[src/rtl/mesi_pkg.sv]
// Shared encodings for the snooping coherence cluster.
// Assumes two-bit state and command fields throughout.
package mesi_pkg;
    typedef enum logic [1:0] {
        ST_I = 2'd0,
        ST_S = 2'd1,
        ST_E = 2'd2,
        ST_M = 2'd3
    } mesi_st_e;

    typedef enum logic [1:0] {
        CMD_NONE = 2'd0,
        CMD_RD   = 2'd1,
        CMD_RDX  = 2'd2,
        CMD_UPGR = 2'd3
    } bus_cmd_e;

    localparam logic [1:0] OP_WRITE = 2'd1;
    localparam logic [1:0] OP_DROP  = 2'd2;
endpackage

[src/rtl/mesi_prio_arb.sv]
// Fixed-priority bus arbiter: the lowest-numbered requester wins.
// Assumes requests are combinational and stable within a cycle.
module mesi_prio_arb #(
    parameter int N    = 3,
    parameter int ID_W = 2
) (
    input  logic [N-1:0]    req,
    output logic [N-1:0]    grant,
    output logic            any,
    output logic [ID_W-1:0] idx
);
    // Scan from the top so the lowest index overwrites the choice.
    always_comb begin
        grant = '0;
        idx   = '0;
        for (int i = N - 1; i >= 0; i--) begin
            if (req[i]) begin
                grant    = '0;
                grant[i] = 1'b1;
                idx      = ID_W'(i);
            end
        end
        any = |req;
    end
endmodule

[src/rtl/mesi_snoop_resolve.sv]
// Combines snoop answers: shared indication, data provider choice,
// bus data mux and dirty write-back strobe.
// Assumes hold/dirty are already gated to exclude the bus owner.
module mesi_snoop_resolve
    import mesi_pkg::*;
#(
    parameter int N      = 3,
    parameter int DATA_W = 8,
    parameter int ID_W   = 2
) (
    input  logic              bus_active,
    input  logic [1:0]        cmd,
    input  logic [N-1:0]      hold,
    input  logic [N-1:0]      dirty,
    input  logic [N*DATA_W-1:0] data_flat,
    input  logic [DATA_W-1:0] mem_rd_data,
    output logic              shared,
    output logic              from_cache,
    output logic [ID_W-1:0]   src_id,
    output logic [DATA_W-1:0] data,
    output logic              wb_en
);
    int sidx;

    // Pick the lowest-numbered holder as the supplier.
    always_comb begin
        sidx = 0;
        for (int i = N - 1; i >= 0; i--) begin
            if (hold[i]) sidx = i;
        end
    end

    // Decide the data source and whether memory must absorb a dirty line.
    always_comb begin
        shared     = |hold;
        from_cache = bus_active && (cmd == CMD_RD || cmd == CMD_RDX) && (|hold);
        src_id     = ID_W'(sidx);
        data       = from_cache ? data_flat[sidx*DATA_W +: DATA_W] : mem_rd_data;
        wb_en      = from_cache && (cmd == CMD_RD) && dirty[sidx];
    end
endmodule

[src/rtl/mesi_cache_ctrl.sv]
// Per-cache coherence controller: holds state and one word per line,
// decides the bus command for a request, answers snoops and applies
// both local and snooped transitions at the clock edge.
// Assumes the request is held until acknowledged and that a snoop is
// never addressed by this cache's own transaction.
module mesi_cache_ctrl
    import mesi_pkg::*;
#(
    parameter int NLINES = 4,
    parameter int DATA_W = 8,
    parameter int ADDR_W = 2
) (
    input  logic                clk,
    input  logic                rst_n,
    input  logic                req_valid,
    input  logic [1:0]          req_op,
    input  logic [ADDR_W-1:0]   req_addr,
    input  logic [DATA_W-1:0]   req_wdata,
    output logic                resp_valid,
    output logic [DATA_W-1:0]   resp_rdata,
    output logic                need_bus,
    output logic [1:0]          need_cmd,
    input  logic                grant,
    input  logic                snoop_valid,
    input  logic [1:0]          snoop_cmd,
    input  logic [ADDR_W-1:0]   snoop_addr,
    output logic                snp_hold,
    output logic                snp_dirty,
    output logic [DATA_W-1:0]   snp_data,
    input  logic                bus_shared,
    input  logic [DATA_W-1:0]   bus_data,
    output logic [2*NLINES-1:0] state_flat
);
    mesi_st_e          st_q  [NLINES];
    mesi_st_e          st_d  [NLINES];
    logic [DATA_W-1:0] dat_q [NLINES];
    logic [DATA_W-1:0] dat_d [NLINES];

    mesi_st_e cur_st;
    logic     is_wr, is_drop, is_rd, snoop_same, local_go;

    // Classify the request and choose the bus command it needs.
    always_comb begin
        cur_st     = st_q[req_addr];
        is_wr      = (req_op == OP_WRITE);
        is_drop    = (req_op == OP_DROP);
        is_rd      = !is_wr && !is_drop;
        need_bus   = req_valid && ((is_rd && cur_st == ST_I) ||
                                   (is_wr && (cur_st == ST_I || cur_st == ST_S)));
        if (!need_bus)          need_cmd = CMD_NONE;
        else if (is_rd)         need_cmd = CMD_RD;
        else if (cur_st == ST_I) need_cmd = CMD_RDX;
        else                    need_cmd = CMD_UPGR;
        snoop_same = snoop_valid && (snoop_addr == req_addr);
        local_go   = req_valid && !need_bus && !snoop_same;
        resp_valid = local_go || (need_bus && grant);
        resp_rdata = need_bus ? bus_data : dat_q[req_addr];
    end

    // Answer a peer's transaction from the addressed line.
    always_comb begin
        snp_hold  = snoop_valid && (st_q[snoop_addr] != ST_I);
        snp_dirty = snoop_valid && (st_q[snoop_addr] == ST_M);
        snp_data  = dat_q[snoop_addr];
    end

    // Next state: snooped effects first, then this cache's own action.
    always_comb begin
        st_d  = st_q;
        dat_d = dat_q;
        if (snoop_valid) begin
            case (snoop_cmd)
                CMD_RD:   if (st_q[snoop_addr] != ST_I) st_d[snoop_addr] = ST_S;
                CMD_RDX,
                CMD_UPGR: st_d[snoop_addr] = ST_I;
                default:  ;
            endcase
        end
        if (need_bus && grant) begin
            if (need_cmd == CMD_RD) begin
                st_d[req_addr]  = bus_shared ? ST_S : ST_E;
                dat_d[req_addr] = bus_data;
            end else begin
                st_d[req_addr]  = ST_M;
                dat_d[req_addr] = req_wdata;
            end
        end else if (local_go) begin
            if (is_wr) begin
                st_d[req_addr]  = ST_M;
                dat_d[req_addr] = req_wdata;
            end else if (is_drop && cur_st != ST_M) begin
                st_d[req_addr]  = ST_I;
            end
        end
    end

    // State and data registers.
    always_ff @(posedge clk) begin
        if (!rst_n) begin
            for (int i = 0; i < NLINES; i++) begin
                st_q[i]  <= ST_I;
                dat_q[i] <= '0;
            end
        end else begin
            st_q  <= st_d;
            dat_q <= dat_d;
        end
    end

    // Expose line states as a flat vector.
    for (genvar l = 0; l < NLINES; l++) begin : g_state
        assign state_flat[2*l +: 2] = st_q[l];
    end
endmodule

[src/rtl/mesi_snoop_cluster.sv]
// Cluster of snooping caches on one bus with a fixed-priority arbiter.
// Assumes one bus transaction per cycle, completed in that cycle, and a
// combinational memory read port addressed by bus_addr.
module mesi_snoop_cluster
    import mesi_pkg::*;
#(
    parameter int  NCACHE = 3,
    parameter int  NLINES = 4,
    parameter int  DATA_W = 8,
    localparam int ADDR_W = (NLINES > 1) ? $clog2(NLINES) : 1,
    localparam int ID_W   = (NCACHE > 1) ? $clog2(NCACHE) : 1
) (
    input  logic                         clk,
    input  logic                         rst_n,
    input  logic [NCACHE-1:0]            req_valid,
    input  logic [2*NCACHE-1:0]          req_op,
    input  logic [NCACHE*ADDR_W-1:0]     req_addr,
    input  logic [NCACHE*DATA_W-1:0]     req_wdata,
    output logic [NCACHE-1:0]            resp_valid,
    output logic [NCACHE*DATA_W-1:0]     resp_rdata,
    output logic [NCACHE*NLINES*2-1:0]   line_state,
    output logic                         bus_valid,
    output logic [1:0]                   bus_cmd,
    output logic [ID_W-1:0]              bus_owner,
    output logic [ADDR_W-1:0]            bus_addr,
    output logic                         bus_from_cache,
    output logic [ID_W-1:0]              bus_src_id,
    input  logic [DATA_W-1:0]            mem_rd_data,
    output logic                         mem_wr_en,
    output logic [DATA_W-1:0]            mem_wr_data
);
    logic [NCACHE-1:0]        need_w, grant_w, hold_w, dirty_w;
    logic [2*NCACHE-1:0]      need_cmd_w;
    logic [NCACHE*DATA_W-1:0] snp_data_w;
    logic                     bus_any, shared_w;
    logic [DATA_W-1:0]        bus_data_w;

    mesi_prio_arb #(.N(NCACHE), .ID_W(ID_W)) u_arb (
        .req   (need_w),
        .grant (grant_w),
        .any   (bus_any),
        .idx   (bus_owner)
    );

    // Place the granted cache's command and line on the bus.
    always_comb begin
        bus_valid = bus_any;
        bus_cmd   = bus_any ? need_cmd_w[int'(bus_owner)*2 +: 2] : CMD_NONE;
        bus_addr  = bus_any ? req_addr[int'(bus_owner)*ADDR_W +: ADDR_W] : '0;
    end

    for (genvar c = 0; c < NCACHE; c++) begin : g_cache
        mesi_cache_ctrl #(.NLINES(NLINES), .DATA_W(DATA_W), .ADDR_W(ADDR_W)) u_ctrl (
            .clk         (clk),
            .rst_n       (rst_n),
            .req_valid   (req_valid[c]),
            .req_op      (req_op[2*c +: 2]),
            .req_addr    (req_addr[c*ADDR_W +: ADDR_W]),
            .req_wdata   (req_wdata[c*DATA_W +: DATA_W]),
            .resp_valid  (resp_valid[c]),
            .resp_rdata  (resp_rdata[c*DATA_W +: DATA_W]),
            .need_bus    (need_w[c]),
            .need_cmd    (need_cmd_w[2*c +: 2]),
            .grant       (grant_w[c]),
            .snoop_valid (bus_any && !grant_w[c]),
            .snoop_cmd   (bus_cmd),
            .snoop_addr  (bus_addr),
            .snp_hold    (hold_w[c]),
            .snp_dirty   (dirty_w[c]),
            .snp_data    (snp_data_w[c*DATA_W +: DATA_W]),
            .bus_shared  (shared_w),
            .bus_data    (bus_data_w),
            .state_flat  (line_state[c*2*NLINES +: 2*NLINES])
        );
    end

    mesi_snoop_resolve #(.N(NCACHE), .DATA_W(DATA_W), .ID_W(ID_W)) u_res (
        .bus_active  (bus_any),
        .cmd         (bus_cmd),
        .hold        (hold_w),
        .dirty       (dirty_w),
        .data_flat   (snp_data_w),
        .mem_rd_data (mem_rd_data),
        .shared      (shared_w),
        .from_cache  (bus_from_cache),
        .src_id      (bus_src_id),
        .data        (bus_data_w),
        .wb_en       (mem_wr_en)
    );

    assign mem_wr_data = bus_data_w;
endmodule

[config.mk]
export PLATFORM = sky130hd
export DESIGN_NAME = mesi_snoop_cluster
export DESIGN_NICKNAME = d
export VERILOG_FILES = /design/src/rtl/mesi_pkg.sv /design/src/rtl/mesi_prio_arb.sv /design/src/rtl/mesi_snoop_resolve.sv /design/src/rtl/mesi_cache_ctrl.sv /design/src/rtl/mesi_snoop_cluster.sv
export SDC_FILE = /design/constraint.sdc
export NUM_CORES = 1
export LEC_CHECK = 0
export ABC_CLOCK_PERIOD_IN_PS = 10100
export BUFFER_PORTS_ARGS = -buffer_cell sky130_fd_sc_hd__buf_2
export CAP_MARGIN = 20
export CORE_MARGIN = 1.5
export CORE_UTILIZATION = 59
export CTS_CLUSTER_SIZE = 10
export DETAILED_ROUTE_END_ITERATION = 10
export GPL_ROUTABILITY_DRIVEN = 0
export MAX_ROUTING_LAYER = met4
export PLACE_DENSITY_LB_ADDON = 0.12
export SLEW_MARGIN = 20
export SYNTH_ARGS = -nofsm -noshare
export SYNTH_HDL_FRONTEND = slang
export SYNTH_HIERARCHICAL = 1
export SYNTH_SLANG_ARGS = --single-unit
[constraint.sdc]
create_clock -name clk -period 10.1 [get_ports clk]
set_input_delay 2.02 -clock clk [delete_from_list [all_inputs] [get_ports clk]]
set_output_delay 2.02 -clock clk [all_outputs]
set_load 0.03 [all_outputs]
Yosys cells after proc, flatten, opt, wreduce, memory -nomap -nowiden
Cells that the tools add are included.
{"block": "word_totals", "reg_bits": 120, "elab_cells": 294}
{"block": "classes", "mux": 123, "n_eq_ne": 24, "reduce_logical": 87, "bitwise_logic": 24, "n_lt_le_gt_ge": 9, "shift": 3}
{"op": "2-to-1 mux 32 bit", "count": 12}
{"op": "2-to-1 mux 8 bit", "count": 40}
{"op": "bitwise mux 32 bit", "count": 6}
{"op": "binary-select mux 8 bit (select 2 bit)", "count": 6}
{"op": "2-to-1 mux 2 bit", "count": 31}
{"op": "AND 8 bit", "count": 6}
{"op": "demux 8 bit (select 2 bit)", "count": 3}
{"op": "case mux 8 bit (2 select lines)", "count": 3}
{"op": "logical AND 1 bit", "count": 44}
{"op": "inverter 8 bit", "count": 4}
{"op": "binary-select mux 2 bit (select 2 bit)", "count": 6}
{"op": "bitwise mux 8 bit", "count": 3}
{"op": "OR 8 bit", "count": 3}
{"op": "variable part select 24 x 6 -> 8 bit", "count": 1}
{"op": "equality test 2 x 1 -> 1 bit, second input constant", "count": 10}
{"op": "nonzero test 2 bit", "count": 9}
{"op": "demux 2 bit (select 2 bit)", "count": 4}
{"op": "equality test 2 bit, second input constant", "count": 8}
{"op": "zero test 1 bit", "count": 15}
{"op": "AND 4 bit", "count": 3}
{"op": ">= comparator 3 bit, second input constant", "count": 4}
{"op": "less-than comparator 3 x 1 -> 1 bit, second input constant", "count": 4}
{"op": "inverter 2 -> 3 bit", "count": 4}
{"op": "OR 4 bit", "count": 3}
{"op": "other kinds (13)", "count": 38}

Depth between registers and ports, before layout
Gate-level depths: netlist (run 1).
{"block": "logic_depth", "ltp_word": 29, "ltp_mapped": 22, "ltp_nobuf": 19}

By module
The synthesis (run 1) kept the hierarchy.
{"module": "mesi_cache_ctrl", "area_per_inst_um2": 2650.0, "cells_each": 258, "seq_area_each_um2": 800.8, "n_inst": 3}
{"module": "mesi_snoop_resolve", "area_per_inst_um2": 465.4, "cells_each": 70, "seq_area_each_um2": 0.0, "n_inst": 1}
{"module": "mesi_snoop_cluster", "area_per_inst_um2": 145.1, "cells_each": 20, "seq_area_each_um2": 0.0, "n_inst": 1}
{"module": "mesi_prio_arb", "area_per_inst_um2": 42.5, "cells_each": 6, "seq_area_each_um2": 0.0, "n_inst": 1}

Worst setup path after synthesis (run 1)
No wires, ideal clock.
{"block": "synth_timing", "path_type": "in2out", "from": "input req_op[2]", "to": "output resp_rdata[10]", "path_buffers": 4, "path_slack_ns": 0.519, "arrival_ns": 7.561, "t_required_ns": 8.080, "path_stages": 20, "path_cell_list": "inv_1 > ha_1 > and2b_2 > a221oi_1 > nor3_2 > nor3b_1 > buf_4 > buf_6 > mux2i_1 > o21ai_1 > and2_1 > buf_2 > mux4_2 > nor2_1 > nor2b_1 > buf_2 > o21ba_2 > nor2_1 > o31ai_1 > mux2_2"}
{"item": "from (decl)", "line": "mesi_snoop_cluster.sv:16", "text": "input logic [2*NCACHE-1:0] req_op,"}
{"item": "equality test 2 x 1 -> 1 bit or equality test 2 bit (tied branches)", "line": "mesi_cache_ctrl.sv:45, mesi_cache_ctrl.sv:46"}
{"item": "zero test 1 bit", "line": "mesi_cache_ctrl.sv:47", "text": "is_rd = !is_wr && !is_drop;"}
{"item": "logical AND 1 bit", "line": "mesi_cache_ctrl.sv:47"}
{"item": "logical AND 1 bit", "line": "mesi_cache_ctrl.sv:48", "text": "need_bus = req_valid && ((is_rd && cur_st == ST_I) ||"}
{"item": "logical OR 1 bit *", "line": "mesi_cache_ctrl.sv:48"}
{"item": "logical AND 1 bit *", "line": "mesi_cache_ctrl.sv:48"}
{"item": "named net need_w[1]", "line": "mesi_snoop_cluster.sv:32", "text": "logic [NCACHE-1:0] need_w, grant_w, hold_w, dirty_w;"}
{"item": "2-to-1 mux 3 bit * (2 in a row)", "line": "mesi_prio_arb.sv:17", "text": "if (req[i]) begin"}
{"item": "named net grant_w[2]", "line": "mesi_snoop_cluster.sv:32"}
{"item": "zero test 1 bit *", "line": "mesi_snoop_cluster.sv:65", "text": ".snoop_valid (bus_any && !grant_w[c]),"}
{"item": "logical AND 1 bit *", "line": "mesi_snoop_cluster.sv:65"}
{"item": "logical AND 1 bit *", "line": "mesi_cache_ctrl.sv:62", "text": "snp_hold = snoop_valid && (st_q[snoop_addr] != ST_I);"}
{"item": "2-to-1 mux 2 bit (3 in a row)", "line": "mesi_snoop_resolve.sv:29", "text": "if (hold[i]) sidx = i;"}
{"item": "variable part select 24 x 6 -> 8 bit", "line": "mesi_snoop_resolve.sv:38", "text": "data = from_cache ? data_flat[sidx*DATA_W +: DATA_W] : mem_rd_data;"}
{"item": "2-to-1 mux 8 bit *", "line": "mesi_snoop_resolve.sv:38"}
{"item": "named net mem_wr_data[2]", "line": "mesi_snoop_cluster.sv:30", "text": "output logic [DATA_W-1:0] mem_wr_data"}
{"item": "2-to-1 mux 8 bit *", "line": "mesi_cache_ctrl.sv:57", "text": "resp_rdata = need_bus ? bus_data : dat_q[req_addr];"}
{"item": "to (decl)", "line": "mesi_snoop_cluster.sv:20", "text": "output logic [NCACHE*DATA_W-1:0] resp_rdata,"}
The timed path passes the listed nets; every way through them passes the cells marked *. The select of a mux whose other input is x is not followed.

Final worst setup path (run 1)
{"block": "layout_timing", "from": "input req_addr[2]", "to": "output resp_rdata[14]"}
{"item": "from (decl)", "line": "mesi_snoop_cluster.sv:17", "text": "input logic [NCACHE*ADDR_W-1:0] req_addr,"}
{"item": "inverter 2 -> 3 bit (not written as such) *", "line": "mesi_cache_ctrl.sv:44", "text": "cur_st = st_q[req_addr];"}
{"item": "binary-select mux 2 bit (select 2 bit) *", "line": "mesi_cache_ctrl.sv:44"}
{"item": "2-to-1 mux 2 bit (not written as such) * (2 in a row)", "line": "mesi_cache_ctrl.sv:44"}
{"item": "equality test 2 x 1 -> 1 bit or zero test 2 bit (tied branches)", "line": "mesi_cache_ctrl.sv:49, mesi_cache_ctrl.sv:48"}
{"item": "logical OR 1 bit", "line": "mesi_cache_ctrl.sv:49", "text": "(is_wr && (cur_st == ST_I || cur_st == ST_S)));"}
{"item": "logical AND 1 bit", "line": "mesi_cache_ctrl.sv:49"}
{"item": "logical OR 1 bit *", "line": "mesi_cache_ctrl.sv:48"}
{"item": "logical AND 1 bit *", "line": "mesi_cache_ctrl.sv:48"}
{"item": "named net need_w[1]", "line": "mesi_snoop_cluster.sv:32"}
{"item": "(+6 left out)"}
{"item": "2-to-1 mux 2 bit (not written as such) (2 in a row)", "line": "mesi_cache_ctrl.sv:62"}
{"item": "nonzero test 2 bit", "line": "mesi_cache_ctrl.sv:62"}
{"item": "logical AND 1 bit *", "line": "mesi_cache_ctrl.sv:62"}
{"item": "named net hold_w[1]", "line": "mesi_snoop_cluster.sv:32"}
{"item": "2-to-1 mux 2 bit (2 in a row)", "line": "mesi_snoop_resolve.sv:29"}
{"item": "variable part select 24 x 6 -> 8 bit", "line": "mesi_snoop_resolve.sv:38"}
{"item": "2-to-1 mux 8 bit *", "line": "mesi_snoop_resolve.sv:38"}
{"item": "2-to-1 mux 8 bit *", "line": "mesi_cache_ctrl.sv:57"}
Marked as above.

==> results of run 1 <==
==> sequential cells by signal (all words and copies together), names as in the netlist <==
register                   flops
g_cache.u_ctrl/dat_q          96
g_cache.u_ctrl/state_flat     24
==> per-stage QoR <==
stage	hold slack (ps)	total power [W]	setup slack, ps	util (%)
after floorplan	441.3	0.0007289	518.8	-
after global placement	449.5	0.0007988	755.9	64.72
after detailed placement	463.6	0.0008048	551.3	64.72
after CTS	473.2	0.001426	533.3	69.08
after global routing	487.4	0.001474	94.96	69.10
final	472.1	0.001427	447.0	69.10
==> path summary, 6_finish.rpt <==
path / slack [ps] / to / from / cells past startpoint
hold / removal: 470 / g_cache[0].u_ctrl/dat_q[14] / g_cache[0].u_ctrl/dat_q[14] / 2
setup reg to reg: 4490 / g_cache[0].u_ctrl/dat_q[22] / g_cache[1].u_ctrl/state_flat[0] / 18
hold reg to reg: 470 / g_cache[0].u_ctrl/dat_q[14] / g_cache[0].u_ctrl/dat_q[14] / 2
setup / recovery: 450 / resp_rdata[14] / req_addr[2] / 19
==> cells in the final DEF, fill, tap and decap left out, types with 6 or more instances in the layout <==
cell type,Yosys,routed
nor4_1,9,9
a21oi_1,41,41
clkbuf_16,0,17
ha_1,7,7
o31ai_1,7,7
a22oi_1,6,6
a31oi_1,31,31
buf_4,4,26
nor2_4,12,12
mux4_2,60,60
xnor2_1,6,6
a211o_2,6,6
mux2i_1,107,107
inv_1,18,18
o22ai_1,26,26
nand3b_1,7,7
o21ai_0,16,16
nand2_1,158,158
o32ai_1,6,6
nor2b_1,7,7
nand2b_1,17,17
o21a_1,6,6
nor3_1,9,9
mux2_2,24,24
dfxtp_1,120,120
nor2_1,11,11
buf_2,13,117
==> logic make-up after synthesis <==
| kind of cell | share of synthesized area [%] |
|---|---|
| and+or+nand+nor | 16.96 |
| AOI/OAI and AO/OA | 15.24 |
| buffers and inverters | 6.952 |
| xor gates and xnor gates | 0.6108 |
| adders and majority gates | 1.018 |
| muxes | 31.30 |
| DFF | 27.92 |
==> final cells by class <==
class | instances | area (um2) | area share (%)
diodes | 1 | 2.502 | 0.02579
clock buffers | 18 | 439.2 | 4.526
clock inverters | 14 | 172.7 | 1.780
inverters | 20 | 75.07 | 0.7737
multi-input cells | 668 | 5605 | 57.77
flip-flops and latches | 120 | 2402 | 24.76
well taps | 180 | 225.2 | 2.321
repair buffers | 143 | 780.7 | 8.046
==> worst max-delay path, cell delays in order <==
cell and delay (ps):
buf_2 480, and2b_2 300, a221oi_1 570, nor3_2 160, nor3b_1 220, buf_4 210
mux2i_1 90, o21ai_1 140, and2_2 470, mux4_2 590, nor2_1 340, nor2b_1 150
buf_4 230, or2b_1 220, o22ai_1 100, o31ai_1 730, buf_4 280, mux2_2 150
buf_2 180
==> routing by layer <==
layer	wire (um)	track usage, %	share of wire, %
met1	10430	45.65	41
met2	11820	52.59	46
met3	2599	8.059	10
met4	830	14.87	3.2
met5	0	-	0
==> power by group <==
part	total (W)	internal, W	switching [W]
combinational	0.000314	0.000109	0.000204
clock	0.000626	0.000395	0.000231
sequential	0.000487	0.000480	0.00000702
==> results.md, run 1 <==
* Crit path DAT at roughly 7600 ps
* Crit Path Class: input port to primary output
* Synth top area share at 27.92%
* Worst path required time at between 8000 and 9000 ps
* HPWL Detailed at 18.69 mm
* Min-Delay Path Class: register to register
* Total core area at roughly 14000 um2
* Drc violations at 0
* Initial antenna violation count at 1
* Critical Path Sink Type: primary output
* Setup TNS at 0 ps
* Max Cap Violations at 0
* Die Span X at 123.8 um
* TritonCTS clock tree: yes
* Sink Count at 120
* Post-synth top cells: 158 x nand2_1, 120 x dfxtp_1, 107 x mux2i_1, 60 x mux4_2, 41 x a21oi_1
* Row count at 43
* Critical path peak fanout at 22
* Final min period at 9653 ps
* Worst setup SP type: input port
* Setup Skew at 11.78 ps
* Vias in the first global route at 7391
* First-pass GRT wire length at 39.40 mm
* Die Ht at 123.8 um
* Fin. Hold Viols at 0
* Overflow after GRT at 0
* Via count at 7851
* VDD IR-drop max at 0.1635 mV
* Syn Inst Count at 870
* Slew @ Worst Pin at around 900 ps
* Synth async-reset ratio at 0%
* DR WL/cell at 22.06 um
* Seq cells post-synth at between 100 and 150
* Post-synth EDFFs at 0
* Fillers at around 1.1k
* Hold_buf cts at 0
* Dpl cell area at between 9000 and 10000 um2
* Drt initial violations at around 1.1k
* Final setup vio count at 0
* RSZ-0062 raised after global routing: no
* Synth area leaders: dfxtp_1 28%, mux4_2 16%, mux2i_1 12%
* Placed cell count at between 1k and 1.5k
* Register area share after synthesis at 27.92%
* Non-filler instance count after layout at 1164
* Largest net degree at the start of global routing at 74
* Post-route cell area at approximately 9700 um2
* Antenna-violating nets left at 0
* Die Area at 15320 um2
* Final Cycle Share at 95.57%
* Post-CTS setup buffers at 0
* Post-CTS sizing at 0
* CTS Buf Count at 17
* PD cells at 147.0 nW/um2
* FMAX at 0.1036 GHz
* Share of cells above drive strength 1 at between 30% and 40%
* Relative slew slack at 39.67%
* Synthesized area at 8603 um2
* Clk Latency, worst-skew pair at between 400 and 500 ps
* Starting Density at 61.27%
* Routed vias/inst at a little under 7
* Max Root-Sink Buffers at 2
* YS warnings at 6
* Synth cell types at 64
* Final Slew Violations at 0
* I/O pins at 119
* Status: complete, no violations
* Top-count cell post-synth: nand2_1
* Leakage at 3.825 nW
* Buffers on Ports at 118
* Area growth, synth to finish at 12.78%
* Primary FF master, synth: dfxtp_1
* CTS root buf: clkbuf_16
* Syn_area_per_cell at 9.889 um2
* Nets at 1026
* First-pass DRT Iterations at 6
* Post-synth top area cell: dfxtp_1
* Syn nets at 926
* Clock slew seen by the registers of the worst setup and hold paths at 60 ps
* Max H-tree Level at 4
* Post-Route WL at 25.68 mm
* GRT Util Overall at 35.04%
No activity file was read; power rests on OpenSTA's default activity.
==> run 2: changes to the inputs <==
--- a/config.mk
+++ b/config.mk
@@ -8,9 +8,10 @@
 export ABC_CLOCK_PERIOD_IN_PS = 10100
 export BUFFER_PORTS_ARGS = -buffer_cell sky130_fd_sc_hd__buf_2
 export CAP_MARGIN = 20
+export CORE_ASPECT_RATIO = 2
 export CORE_MARGIN = 1.5
 export CORE_UTILIZATION = 59
-export CTS_CLUSTER_SIZE = 10
+export CTS_CLUSTER_SIZE = 20
 export DETAILED_ROUTE_END_ITERATION = 10
 export GPL_ROUTABILITY_DRIVEN = 0
 export MAX_ROUTING_LAYER = met4
==> run 2 against run 1 <==
- register-to-register slack worse by 20 ps
- count of clock-buffer cells in the layout stayed put
- sequential share of layout area is 0.096 points higher
- critical path type unchanged
- global-route usage is 1.4 points higher
- clock power is 2% higher
- sequential power hardly changed
- critical endpoint is now resp_rdata[9]
- total power is 0.78% higher
- largest cell class unchanged
- clock skew is 1.8 ps higher
- maximum frequency is 0.20% lower
- worst hold slack worse by 0.95 ps
- highest routed layer unchanged
- core utilization is 1.4 points lower
==> results.md, run 2 (synthesis results as in run 1) <==
* Status: complete, no violations
* Total core area at 14270 um2
* Switching power share of the total at 31.73%
* Initial antenna violation count at 0
* Leakage at 3.796 nW
* Post-Route WL at between 20 and 30 mm
* Diodes inserted at 0
* Vias in the first global route at 7792
* Overflow after GRT at 0
* PD cells at ~150 nW/um2
* Clk Latency, worst-skew pair at slightly above 400 ps
* DP Worst Slack at 577.9 ps
* Share of cells above drive strength 1 at a little under a third
* Crit-path cells: buf_2 -> and2b_2 -> a221oi_1 -> nor3_2 -> nor3b_1 -> buf_4 -> mux2i_1 -> o21ai_1 -> and2_2 -> mux4_2 -> nor2_1 -> nor2b_1 -> nor3_2 -> inv_2 -> nand2_2 -> inv_2 -> a31oi_1 -> mux2_2 -> buf_2
* Internal at 0.0009816 W
* Pwr Total at 0.001438 W
* Max H-tree Level at 4
* Nets at 1017
* R2R Path End: g_cache[2].u_ctrl/dat_q[25]
* Area occupied by multi-input gates at 5620 um2
* Reg2Reg Launch Point: g_cache[1].u_ctrl/state_flat[6]
* Dpl cell area at 9051 um2
* VDD IR-drop max at 0.1084 mV
* Drc violations at 0
* Slowest cell on crit path: a31oi_1
* First-pass DRT Iterations at 6
* Max Cap Violations at 0
* Relative slew slack at 26.03%
* GRT Util Overall at between 30% and 40%
* Worst Hold Launch: g_cache[0].u_ctrl/dat_q[8]
* Commonest non-fill, non-tap cell in the layout: nand2_1
* Critical path peak fanout at 22
* Fin. Hold Viols at 0
* Post-CTS setup buffers at 0
* TritonCTS clock tree: yes
* Final setup vio count at 0
* Row count at 62
* Clock power share at 44.5%
* Slew @ Worst Pin at 1100 ps
* Worst path required time at 8080 ps
* Hold Path Sink: g_cache[0].u_ctrl/dat_q[8]
* Biggest cell delay along the critical path at 680 ps
* CTS root buf: clkbuf_16
* DR WL/cell at 23.10 um
* Crit path buffers/inverters at 5
* FMAX at 0.1034 GHz
* Reg2Reg Depth at 18
* Top delay family on crit path: simple AND/OR/NAND/NOR gates
* Fin util at around two thirds
* Die Span X at ~88 um
* Setup TNS at 0 ps
* RSZ-0062 raised after global routing: no
* Logic gate share of total power at 21.6%
* Area growth, synth to finish at 12.35%
* I/O pins at 119
* Antenna-violating nets left at 0
* Sink Count at between 100 and 150
* Largest Register: g_cache.u_ctrl/dat_q
* Via count at 7732
* CTS Buf Count at 17
* Post-route cell area at 9666 um2
* Final WS setup at 427.3 ps
* Drt initial violations at 584
* Setup Skew at roughly 14 ps
* Critical Path Sink Type: primary output
* Final min period at 9673 ps
* Die Area at 15360 um2
* Buffers on Ports at 118
* Largest net degree at the start of global routing at 106
* Psw at about 0.00046 W
* Crit Path Class: input port to primary output
* Worst Hold Depth at 2
* Most frequent cells in the layout: 158 x nand2_1, 120 x dfxtp_1, 117 x buf_2, 107 x mux2i_1, 60 x mux4_2
* Die Ht at 173.8 um
* Number of flip-flops in the largest register at 96
* Final Slew Violations at 0
* R2R Setup Slk at 4470 ps
* Starting Density at 60.27%
* Min-Delay Path Class: register to register
* Routed vias/inst at around 6.6
* Clock slew seen by the registers of the worst setup and hold paths at 60 ps
* Fillers at 1183
* FF/Latch Area at between 2000 and 2500 um2
* Seq pwr share at 33.9%
* HPWL Detailed at 20.03 mm
* First-pass GRT wire length at 41.35 mm
* Max Root-Sink Buffers at 2
* Post-CTS sizing at 0
* Final Cycle Share at 95.77%
* Crit path DAT at 7650 ps
* Hold_buf cts at 0
* Worst setup SP type: input port
run 2: cell types whose count changed in the layout (fill, tap and decap cells not counted):
cell / previous run / this run
buf_4: 26 / 17
clkinvlp_4: 5 / 2
inv_6: 2 / 5
o31ai_1: 7 / 4
o31ai_2: 0 / 3
inv_8: 0 / 2
clkbuf_1: 0 / 1
clkbuf_8: 1 / 0
clkinv_2: 2 / 1
clkinv_4: 2 / 1
diode_2: 1 / 0
run 2: cell type report:
cell class / instances / share of cell area, %
multi-input cells: 668 / 58.15
flip-flops and latches: 120 / 24.85
repair buffers: 134 / 7.379
clock buffers: 18 / 4.440
well taps: 192 / 2.485
clock inverters: 14 / 1.916
inverters: 20 / 0.7767
run 2: power groups by stage:
stage | Sequential [W] | Combinational [W] | Clock [W]
3_3_place_gp | 0.000497 | 0.000299 | 0
5_1_grt | 0.000488 | 0.000327 | 0.000666
6_report | 0.000487 | 0.000311 | 0.000640
2_1_floorplan | 0.000500 | 0.000229 | 0
4_1_cts | 0.000487 | 0.000307 | 0.000646
3_5_place_dp | 0.000497 | 0.000306 | 0
run 2: per-layer routing:
metal / wire length, um / global-route usage [%] / share of wire, % / vias to the layer above
met2: 14660 / 63.80 / 54 / 405
met3: 1551 / 5.810 / 5.8 / 116
li1: - / - / - / 3463
met5: 0 / - / 0 / -
met1: 9253 / 37.13 / 34 / 3748
met4: 1465 / 20.77 / 5.4 / 0
run 2: worst reg2reg max path, cell delays in order (launching register included):
cell and delay (ps):
dfxtp_1 500, mux2i_1 190, a221oi_1 550, nor3_2 150
nor3b_1 240, buf_4 220, mux2i_1 90, o21ai_1 160
and2_2 320, mux4_2 550, nor2_1 360, nor2b_1 130
nor3_2 360, inv_2 220, nand2_2 200, inv_2 80
a31oi_1 680, a31oi_1 330, mux2i_1 230
run 2: worst max-delay path by stage:
stage / end / cells past startpoint / slack, ps / startpoint
after floorplan: resp_rdata[10] / 20 / 520 / req_op[2]
after global placement: resp_rdata[4] / 18 / 520 / req_addr[2]
after detailed placement: resp_rdata[9] / 19 / 580 / req_addr[0]
after CTS: resp_rdata[9] / 19 / 560 / req_addr[2]
after global routing: resp_rdata[9] / 19 / 100 / req_addr[2]
final: resp_rdata[9] / 19 / 430 / req_addr[2]
run 2: per-stage QoR:
step                cells  hold WS, ps
floorplan             870        441.3
global placement     1134        447.8
detailed placement   1134        463.7
CTS                  1166        472.0
global route         1166        492.8
finish               1166        471.1
==> run 3: changes to the inputs <==
--- a/config.mk
+++ b/config.mk
@@ -10,13 +10,12 @@
 export CAP_MARGIN = 20
 export CORE_ASPECT_RATIO = 2
 export CORE_MARGIN = 1.5
-export CORE_UTILIZATION = 59
+export CORE_UTILIZATION = 48
 export CTS_CLUSTER_SIZE = 20
 export DETAILED_ROUTE_END_ITERATION = 10
 export GPL_ROUTABILITY_DRIVEN = 0
 export MAX_ROUTING_LAYER = met4
 export PLACE_DENSITY_LB_ADDON = 0.12
-export SLEW_MARGIN = 20
 export SYNTH_ARGS = -nofsm -noshare
 export SYNTH_HDL_FRONTEND = slang
 export SYNTH_HIERARCHICAL = 1
==> run 3 against run 2 <==
- clock skew decreased by 2.9 ps
- setup slack improved by 160 ps
- critical endpoint is now resp_rdata[2]
- cell count increased by 3.3%
- largest power group unchanged
- via count decreased by 1.4%
- highest routed layer unchanged
- die area increased by 22%
- routed wire length increased by 3.2%
- count of clock-buffer cells in the layout unchanged
- worst hold slack about the same
- combinational power increased by 3%
- clock power decreased by 4.5%
- first-iteration DRC count decreased by 19%
==> results.md, run 3 (synthesis results as in run 1) <==
* Status: complete, no violations
* PD cells at approximately 150 nW/um2
* Final setup vio count at 0
* Crit-path cells: buf_2 -> inv_1 -> ha_1 -> and2b_2 -> a221oi_1 -> nor3_2 -> nor3b_1 -> buf_4 -> mux2i_1 -> o21ai_1 -> and2_2 -> buf_4 -> mux4_2 -> nor2_1 -> nor2b_1 -> nor3_2 -> inv_2 -> nand2_2 -> o31ai_1 -> buf_4 -> mux2_2 -> buf_2
* Die Area at 18780 um2
* First-pass GRT wire length at 43.13 mm
* Final min period at 9508 ps
* Antenna-violating nets left at 0
* Largest net degree at the start of global routing at 76
* Overflow after GRT at 0
* Clock slew seen by the registers of the worst setup and hold paths at 60 ps
* Relative slew slack at 46.42%
* Final Slew Violations at 0
* RSZ-0062 raised after global routing: no
* Critical path peak fanout at 14
* Most frequent cells in the layout: 158 x nand2_1, 120 x dfxtp_1, 117 x buf_2, 107 x mux2i_1, 60 x mux4_2
* Total core area at about 18000 um2
* Post-Route WL at about 28 mm
* TritonCTS clock tree: yes
* Non-filler instance count after layout at 1204
* Drc violations at 0
* Clk Latency, worst-skew pair at 430 ps
* Routed vias/inst at between 6 and 7
* Via count at 7624
* Starting Density at 48.61%
* Fin. Hold Viols at 0
* Crit path buffers/inverters at 7
* VDD IR-drop max at 0.1003 mV
* Die Span X at 97.67 um
* First-pass DRT Iterations at 8
* Max Cap Violations at 0
* Nets at just over 1k
* Buffers on Ports at around 120
* FMAX at around 0.11 GHz
* GRT Util Overall at 30.78%
* Worst setup SP type: input port
* Area growth, synth to finish at 13.54%
* Max H-tree Level at 4
* Post-CTS setup buffers at 0
* Biggest cell delay along the critical path at 710 ps
* Number of flip-flops in the largest register at 96
* Fin util at 55.19%
* Min-Delay Path Class: register to register
* Leakage at 3.847 nW
* Placed cell count at 1169
* Post-route cell area at between 9000 and 10000 um2
* DR WL/cell at 23.08 um
* Vias in the first global route at 7592
* Die Ht at 192.3 um
* Final Cycle Share at 94.14%
* Crit Path Class: input port to primary output
* Initial antenna violation count at 2
* Slowest cell on crit path: o31ai_1
* Critical Path Sink Type: primary output
* Hold_buf cts at 0
* Drt initial violations at 473
* Dpl cell area at 9180 um2
* Slew @ Worst Pin at 803.7 ps
* Top delay family on crit path: simple AND/OR/NAND/NOR gates
* Share of cells above drive strength 1 at 31.98%
* Pwr Total at around 0.0014 W
* Setup Skew at 10.63 ps
* CTS Buf Count at 17
* Row count at ~70
* Setup TNS at 0 ps
* Max Root-Sink Buffers at 2
* I/O pins at 119
* Crit path DAT at roughly 7500 ps
* Most frequent CP cell: buf_4
* Largest Register: g_cache.u_ctrl/dat_q
* Post-CTS sizing at 0
* HPWL Detailed at around 21 mm
* Commonest non-fill, non-tap cell in the layout: nand2_1
* Sink Count at 120
* CTS root buf: clkbuf_16
* Worst path required time at 8080 ps
[run 3: cell count changes in the layout (fill, tap and decap cells not counted), sizes merged]
| cell | before | now |
|---|---|---|
| clkinv | 2 | 9 |
| buf | 134 | 148 |
| bufinv | 3 | 2 |
| diode | 0 | 3 |
| inv | 27 | 21 |
[run 3: path summary, 6_finish.rpt]
check / from / endpoint / slack [ps] / depth (start not counted)
worst min-delay path: g_cache[1].u_ctrl/dat_q[9] / g_cache[1].u_ctrl/dat_q[9] / 470 / 2
worst min register to register: g_cache[1].u_ctrl/dat_q[9] / g_cache[1].u_ctrl/dat_q[9] / 470 / 2
worst max register to register: g_cache[0].u_ctrl/state_flat[0] / g_cache[1].u_ctrl/dat_q[3] / 4590 / 20
worst max-delay path: req_op[0] / resp_rdata[2] / 590 / 22
[run 3: per-stage QoR]
stage               setup slack [ps]  hold WS, ps
global placement               755.6        451.1
CTS                            601.3        469.4
finish                         592.1        470.8
detailed placement             616.5        461.4
global route                   306.6        491.1
floorplan                      518.8        441.3
[run 3: area by class of cell]
class / count / area (um2)
diodes: 3 / 7.507
clock buffers: 18 / 429.2
clock inverters: 14 / 151.4
fillers: 1673 / 7930
inverters: 20 / 75.07
multi-input cells: 668 / 5605
flip-flops and latches: 120 / 2402
well taps: 213 / 266.5
repair buffers: 148 / 830.8
[run 3: report_power, final]
group,switching (W),internal [W]
Combinational,0.000206,0.000112
Sequential,0.00000749,0.000480
Clock,0.000246,0.000364
Total,0.000460,0.000957
[run 3: routing by layer]
layer / routed length (um) / track usage, % / part of all wire (%)
met4: 1193 / 15.00 / 4.3
met5: 0 / - / 0
met1: 10190 / 33.18 / 37
met2: 14940 / 55.15 / 54
met3: 1460 / 4.382 / 5.3
[run 3: tightest hold or removal path: stages (launching register included)]
cell and delay (ps):
dfxtp_1 320, nand2_1 50, mux2i_1 50
